===== src/rtl/ibr_pkg.sv =====
package ibr_pkg;

  localparam int NCMD     = 4;
  localparam int CMD_WR   = 0;
  localparam int CMD_RD   = 1;
  localparam int CMD_CAPD = 2;
  localparam int CMD_CAPA = 3;

  typedef enum logic [1:0] {
    ST_IDLE  = 2'd0,
    ST_BUSY  = 2'd1,
    ST_ACKED = 2'd2
  } ibr_state_e;

  typedef enum logic [2:0] {
    OP_NONE = 3'd0,
    OP_WR   = 3'd1,
    OP_RD   = 3'd2,
    OP_CAPD = 3'd3,
    OP_CAPA = 3'd4
  } ibr_op_e;

endpackage


===== src/rtl/ibr_edge.sv =====
module ibr_edge #(
  parameter int W = 4
) (
  input  logic         clk,
  input  logic         rst_n,
  input  logic [W-1:0] lvl,
  output logic [W-1:0] rise
);

  logic [W-1:0] prev_q;

  for (genvar g = 0; g < W; g++) begin : g_bit
    always_ff @(posedge clk or negedge rst_n) begin
      if (!rst_n) prev_q[g] <= 1'b0;
      else        prev_q[g] <= lvl[g];
    end
    assign rise[g] = lvl[g] & ~prev_q[g];
  end

endmodule


===== src/rtl/ibr_pick.sv =====
module ibr_pick
  import ibr_pkg::*;
(
  input  logic [NCMD-1:0] rise,
  output ibr_op_e         op
);

  always_comb begin
    if (rise[CMD_CAPA])      op = OP_CAPA;
    else if (rise[CMD_CAPD]) op = OP_CAPD;
    else if (rise[CMD_RD])   op = OP_RD;
    else if (rise[CMD_WR])   op = OP_WR;
    else                     op = OP_NONE;
  end

endmodule


===== src/rtl/ibr_ctrl.sv =====
module ibr_ctrl
  import ibr_pkg::*;
#(
  parameter int DW = 16
) (
  input  logic          clk,
  input  logic          rst_n,
  input  ibr_op_e       op,
  input  logic          any_cmd,
  input  logic [DW-1:0] din,
  input  logic          ip_done,
  input  logic [DW-1:0] ip_rdata,
  output logic [DW-1:0] ip_addr,
  output logic [DW-1:0] ip_wdata,
  output logic          ip_rd,
  output logic          ip_wr,
  output logic          ack,
  output logic [DW-1:0] dout
);

  ibr_state_e    st_q, st_d;
  logic [DW-1:0] addr_q, addr_d;
  logic [DW-1:0] wdat_q, wdat_d;
  logic [DW-1:0] dout_q, dout_d;
  logic          rd_q, rd_d;
  logic          wr_q, wr_d;
  logic          ack_q, ack_d;

  always_comb begin
    st_d   = st_q;
    addr_d = addr_q;
    wdat_d = wdat_q;
    dout_d = dout_q;
    rd_d   = rd_q;
    wr_d   = wr_q;
    ack_d  = ack_q;
    case (st_q)
      ST_IDLE: begin
        case (op)
          OP_CAPA: begin
            addr_d = din;
            ack_d  = 1'b1;
            st_d   = ST_ACKED;
          end
          OP_CAPD: begin
            wdat_d = din;
            ack_d  = 1'b1;
            st_d   = ST_ACKED;
          end
          OP_RD: begin
            rd_d = 1'b1;
            st_d = ST_BUSY;
          end
          OP_WR: begin
            wr_d = 1'b1;
            st_d = ST_BUSY;
          end
          default: ;
        endcase
      end
      ST_BUSY: begin
        if (ip_done) begin
          if (rd_q) dout_d = ip_rdata;
          rd_d  = 1'b0;
          wr_d  = 1'b0;
          ack_d = 1'b1;
          st_d  = ST_ACKED;
        end
      end
      ST_ACKED: begin
        if (!any_cmd) begin
          ack_d = 1'b0;
          st_d  = ST_IDLE;
        end
      end
      default: begin
        st_d  = ST_IDLE;
        rd_d  = 1'b0;
        wr_d  = 1'b0;
        ack_d = 1'b0;
      end
    endcase
  end

  always_ff @(posedge clk or negedge rst_n) begin
    if (!rst_n) begin
      st_q   <= ST_IDLE;
      addr_q <= '0;
      wdat_q <= '0;
      dout_q <= '0;
      rd_q   <= 1'b0;
      wr_q   <= 1'b0;
      ack_q  <= 1'b0;
    end else begin
      st_q   <= st_d;
      addr_q <= addr_d;
      wdat_q <= wdat_d;
      dout_q <= dout_d;
      rd_q   <= rd_d;
      wr_q   <= wr_d;
      ack_q  <= ack_d;
    end
  end

  assign ip_addr  = addr_q;
  assign ip_wdata = wdat_q;
  assign ip_rd    = rd_q;
  assign ip_wr    = wr_q;
  assign ack      = ack_q;
  assign dout     = dout_q;

endmodule


===== src/rtl/ind_reg_bridge.sv =====
module ind_reg_bridge
  import ibr_pkg::*;
#(
  parameter int REG_W     = 64,
  parameter int DW        = 16,
  parameter int FIELD_LSB = 32
) (
  input  logic             clk,
  input  logic             rst_n,
  input  logic             cfg_we,
  input  logic [REG_W-1:0] cfg_wdata,
  output logic [REG_W-1:0] stat_rdata,
  output logic [DW-1:0]    ip_addr,
  output logic [DW-1:0]    ip_wdata,
  output logic             ip_rd,
  output logic             ip_wr,
  input  logic [DW-1:0]    ip_rdata,
  input  logic             ip_done
);

  localparam int FIELD_MSB = FIELD_LSB + DW - 1;

  logic [REG_W-1:0] cfg_q;
  logic [NCMD-1:0]  cmd_rise;
  ibr_op_e          op;
  logic             ack_w;
  logic [DW-1:0]    dout_w;

  always_ff @(posedge clk or negedge rst_n) begin
    if (!rst_n)      cfg_q <= '0;
    else if (cfg_we) cfg_q <= cfg_wdata;
  end

  ibr_edge #(.W(NCMD)) u_edge (
    .clk  (clk),
    .rst_n(rst_n),
    .lvl  (cfg_q[NCMD-1:0]),
    .rise (cmd_rise)
  );

  ibr_pick u_pick (
    .rise(cmd_rise),
    .op  (op)
  );

  ibr_ctrl #(.DW(DW)) u_ctrl (
    .clk     (clk),
    .rst_n   (rst_n),
    .op      (op),
    .any_cmd (|cfg_q[NCMD-1:0]),
    .din     (cfg_q[FIELD_MSB:FIELD_LSB]),
    .ip_done (ip_done),
    .ip_rdata(ip_rdata),
    .ip_addr (ip_addr),
    .ip_wdata(ip_wdata),
    .ip_rd   (ip_rd),
    .ip_wr   (ip_wr),
    .ack     (ack_w),
    .dout    (dout_w)
  );

  always_comb begin
    stat_rdata                       = '0;
    stat_rdata[0]                    = ack_w;
    stat_rdata[FIELD_MSB:FIELD_LSB]  = dout_w;
  end

endmodule


===== config.mk =====
export PLATFORM = sky130hd
export DESIGN_NAME = ind_reg_bridge
export DESIGN_NICKNAME = d
export VERILOG_FILES = /design/src/rtl/ibr_pkg.sv /design/src/rtl/ibr_edge.sv /design/src/rtl/ibr_pick.sv /design/src/rtl/ibr_ctrl.sv /design/src/rtl/ind_reg_bridge.sv
export SDC_FILE = /design/constraint.sdc
export NUM_CORES = 1
export LEC_CHECK = 0
export ABC_AREA = 1
export BUFFER_PORTS_ARGS = -buffer_cell sky130_fd_sc_hd__buf_2
export CORE_ASPECT_RATIO = 0.5
export CORE_MARGIN = 1.5
export CORE_UTILIZATION = 49
export DETAILED_ROUTE_END_ITERATION = 10
export HOLD_SLACK_MARGIN = 0.08
export PLACE_DENSITY = 0.94
export SLEW_MARGIN = 10
export SYNTH_ARGS = -nofsm -noshare
export SYNTH_HDL_FRONTEND = slang
export SYNTH_SLANG_ARGS = --single-unit

===== constraint.sdc =====
create_clock -name clk -period 2.6 [get_ports clk]
set_input_delay 0.39 -clock clk [delete_from_list [all_inputs] [get_ports clk]]
set_output_delay 0.39 -clock clk [all_outputs]
set_load 0.02 [all_outputs]

==> results_dict.tcl <==
set metrics [dict create \
    synthMuxAreaShare_pct 0.638 \
    synth_top_area_share_pct 54.6 \
    ys_warn_count 0 \
    finClkSkew_ps 9.17 \
    synthCells 348 \
    slew_viol_final 0 \
    cp_slowest_cell "dfrtp_1" \
    top_layer "met4" \
    post_cts_buffers 0 \
    die_w_um 123 \
    yosys-top-cells-area "dfrtp_1 (55%), o21ai_2 (11%), buf_4 (10%), nand2_1 (7.8%), inv_1 (4.4%)" \
    hold_violations 0 \
    combPwrFrac_pct 36.7 \
    post_drt_via_cell_ratio 4.41 \
    cts_sinks 77 \
    cts_tree "yes" \
    drcViolationCount 0 \
    row_count 21 \
    start_util_pct 51.6 \
    cts_resized 0 \
    post-route-util_pct 60.0 \
    slew_headroom_pct 38.5 \
    drt.antenna.violating_nets 0 \
    vdd_drop_max_mv 0.536 \
    powerDensity_nw_per_um2 1180 \
    fin_nets 521 \
    avgSynthCellArea_um2 10.1 \
    grt_start_max_net_pins 78 \
    htreeDepth 3 \
    io_pins 182 \
    power_leakage_nw 2.25 \
    setup_violations 0 \
    power.internal_mw 2.91 \
    n_antenna_cell 0 \
    synth_top_family_by_area "buffers and inverters" \
    switchingPower_mw 1.92 \
    synth_fa_ha_area_share_pct 0 \
    pwr-share-seq_pct 39.0 \
    vias 2355 \
    wl_met3_um 329 \
    synth_xor_area_share_pct 0 \
    endpoint_kind "flip-flop" \
    synth_seq_cells 77 \
    start_kind "flip-flop" \
    cp.required_ps 2800 \
    ys_types 21 \
    clk_latency_ps 330 \
    globalplace.congestion 0.783 \
    hold_class "in2async" \
    critical_path.max_stage_delay_ps 430 \
    grt_pass1_wl_um 10500 \
    clockRootBuffer "clkbuf_16" \
    period_minus_slack_ps 1400 \
    gr-total-overflow 0 \
    arrival_ps 1600 \
    synth-compound-area-share_pct 14.8 \
    io_buffers 90 \
    core_area_um2 6830 \
    status "finished, final reports clean" \
    critPathMaxFanout 32 \
    area_delta_synth_final_pct 16.2 \
    synth_area_um2 3530 \
    synth-simple-area-share_pct 11.7 \
    track_usage_pct 17.7 \
    r2r_slack_ps 1200 \
    yosysSeqAreaShare_pct 54.6 \
    dieArea_um2 7750 \
    setup_tns_ps 0 \
    drt-met1-wl_um 2630 \
    first_iter_violations 102 \
    drt-pass1-iter-count 4 \
    cts.reportedPaths.clkPinSlew_ps 70 \
    clockBufferDepth 2 \
    switching_share_pct 39.7 \
    wl_um 6120 \
    ctsHoldBuffers 0 \
    min_period_over_period_pct 53.8 \
    worstSetupPathType "reg2reg" \
    drive_gt1_share_pct 38.0 \
    dp_hpwl_um 4430 \
    grt_pass1_vias 2213 \
    wire_per_inst_um 11.5 \
    power_frac_clock_pct 24.3 \
    cts_buffers 9 \
    die_h_um 63.0 \
    crit_chain "inv_2 -> nor2_4 -> nand3_4 -> nand2_1 -> o21ai_2" \
    max_freq_ghz 0.714 \
    rsz0062_at_grt "no" \
    max_cap_viol_count 0 \
    worstMarginPinSlew_ps 923 \
    synth_largest_area_cell "dfrtp_1" \
    dr_wl_met2_um 3090 \
    grt_antenna_before_repair 0 \
]
==> worst paths after layout <==
check | cells after the start | start | endpoint
setup / recovery | 5 | u_ctrl.st_q[0]$_DFFE_PN0P_ | u_ctrl.dout[0]$_DFFE_PN0P_
hold / removal | 1 | rst_n | u_ctrl.ip_wdata[14]$_DFFE_PN0P_
setup reg to reg | 5 | u_ctrl.st_q[0]$_DFFE_PN0P_ | u_ctrl.dout[0]$_DFFE_PN0P_
hold reg to reg | 0 | cfg_q[1]$_DFFE_PN0P_ | u_edge.prev_q[1]$_DFF_PN0_
max in group asynchronous | 1 | rst_n | u_ctrl.ip_wdata[1]$_DFFE_PN0P_
min in group clk | 3 | cfg_wdata[42] | cfg_q[42]$_DFFE_PN0P_
==> cell usage after synthesis (all sizes together) <==
master  count
nor2        9
dfrtp      77
nand2      80
buf        60
conb        1
o21ai      67
nand3       5
o211ai      1
clkbuf      1
a21oi       3
mux2        2
inv        42
==> sequential cells by signal, indices dropped and copies added (netlist names) <==
signal	flops
u_ctrl.st_q	2
u_ctrl.ip_rd	1
u_ctrl.dout	16
cfg_q	20
u_ctrl.ip_addr	16
u_ctrl.ack	1
u_edge.prev_q	4
u_ctrl.ip_wr	1
u_ctrl.ip_wdata	16
==> logic make-up after synthesis <==
kind of cell / Yosys count
simple gates: 94
mux: 2
buf+inv: 103
other cells: 1
flops: 77
compound gates: 71
==> critical path: cells and delay by family (launching register included) <==
family / cells / cell delay [ps]
compound gates: 1 / 70
buf+inv: 1 / 80
flops: 1 / 430
simple gates: 3 / 680
==> power groups by stage <==
stage / sequential, mW / clock, mW / combinational (mW)
2_1_floorplan: 2.37 / 0 / 0.805
3_3_place_gp: 1.88 / 0 / 1.74
3_5_place_dp: 1.91 / 0 / 1.79
4_1_cts: 1.89 / 1.20 / 1.80
5_1_grt: 1.95 / 1.26 / 1.96
6_report: 1.89 / 1.17 / 1.77
==> cells in the final DEF (no fill, tap or decap) <==
cell | Yosys | layout
inv_8 | 0 | 1
nand3_1 | 2 | 2
buf_4 | 48 | 4
nand2_1 | 73 | 73
nand3_4 | 1 | 1
mux2_2 | 2 | 2
clkinvlp_4 | 0 | 1
nand3_2 | 2 | 2
conb_1 | 1 | 47
o21ai_1 | 4 | 4
dfrtp_1 | 77 | 77
nor2_4 | 2 | 2
buf_2 | 3 | 89
nor2_1 | 7 | 7
o211ai_1 | 1 | 1
inv_2 | 1 | 1
o21ai_0 | 19 | 19
a21oi_1 | 3 | 3
inv_6 | 0 | 4
clkbuf_16 | 0 | 9
nand2_2 | 7 | 7
inv_1 | 41 | 41
o21ai_2 | 44 | 44
clkinv_4 | 0 | 1
==> layer usage <==
metal  vias to the layer above  GRT usage, %
li1                       1170             -
met1                      1095          21.0
met2                        83          31.7
met3                         7          4.74
met4                         0          5.03
met5                         -             0
==> stage by stage <==
stage	cell area, um2	instances	total power, mW	hold WS [ps]	setup slack [ps]
6_report	4100	534	4.83	199	1200
5_1_grt	4100	534	5.17	272	1060
4_1_cts	4100	534	4.90	237	1190
3_5_place_dp	3810	518	3.70	392	1220
3_3_place_gp	3810	518	3.62	380	1240
2_1_floorplan	3700	394	3.18	94.4	1480
==> area by class of cell <==
class | count | area [um2]
repair buffers | 93 | 475
flip-flops and latches | 77 | 1930
inverters | 42 | 158
multi-input cells | 214 | 1140
fillers | 594 | 2730
clock buffers | 9 | 225
well taps | 92 | 115
clock inverters | 7 | 62.6
Power figures use the tool's default switching activity.
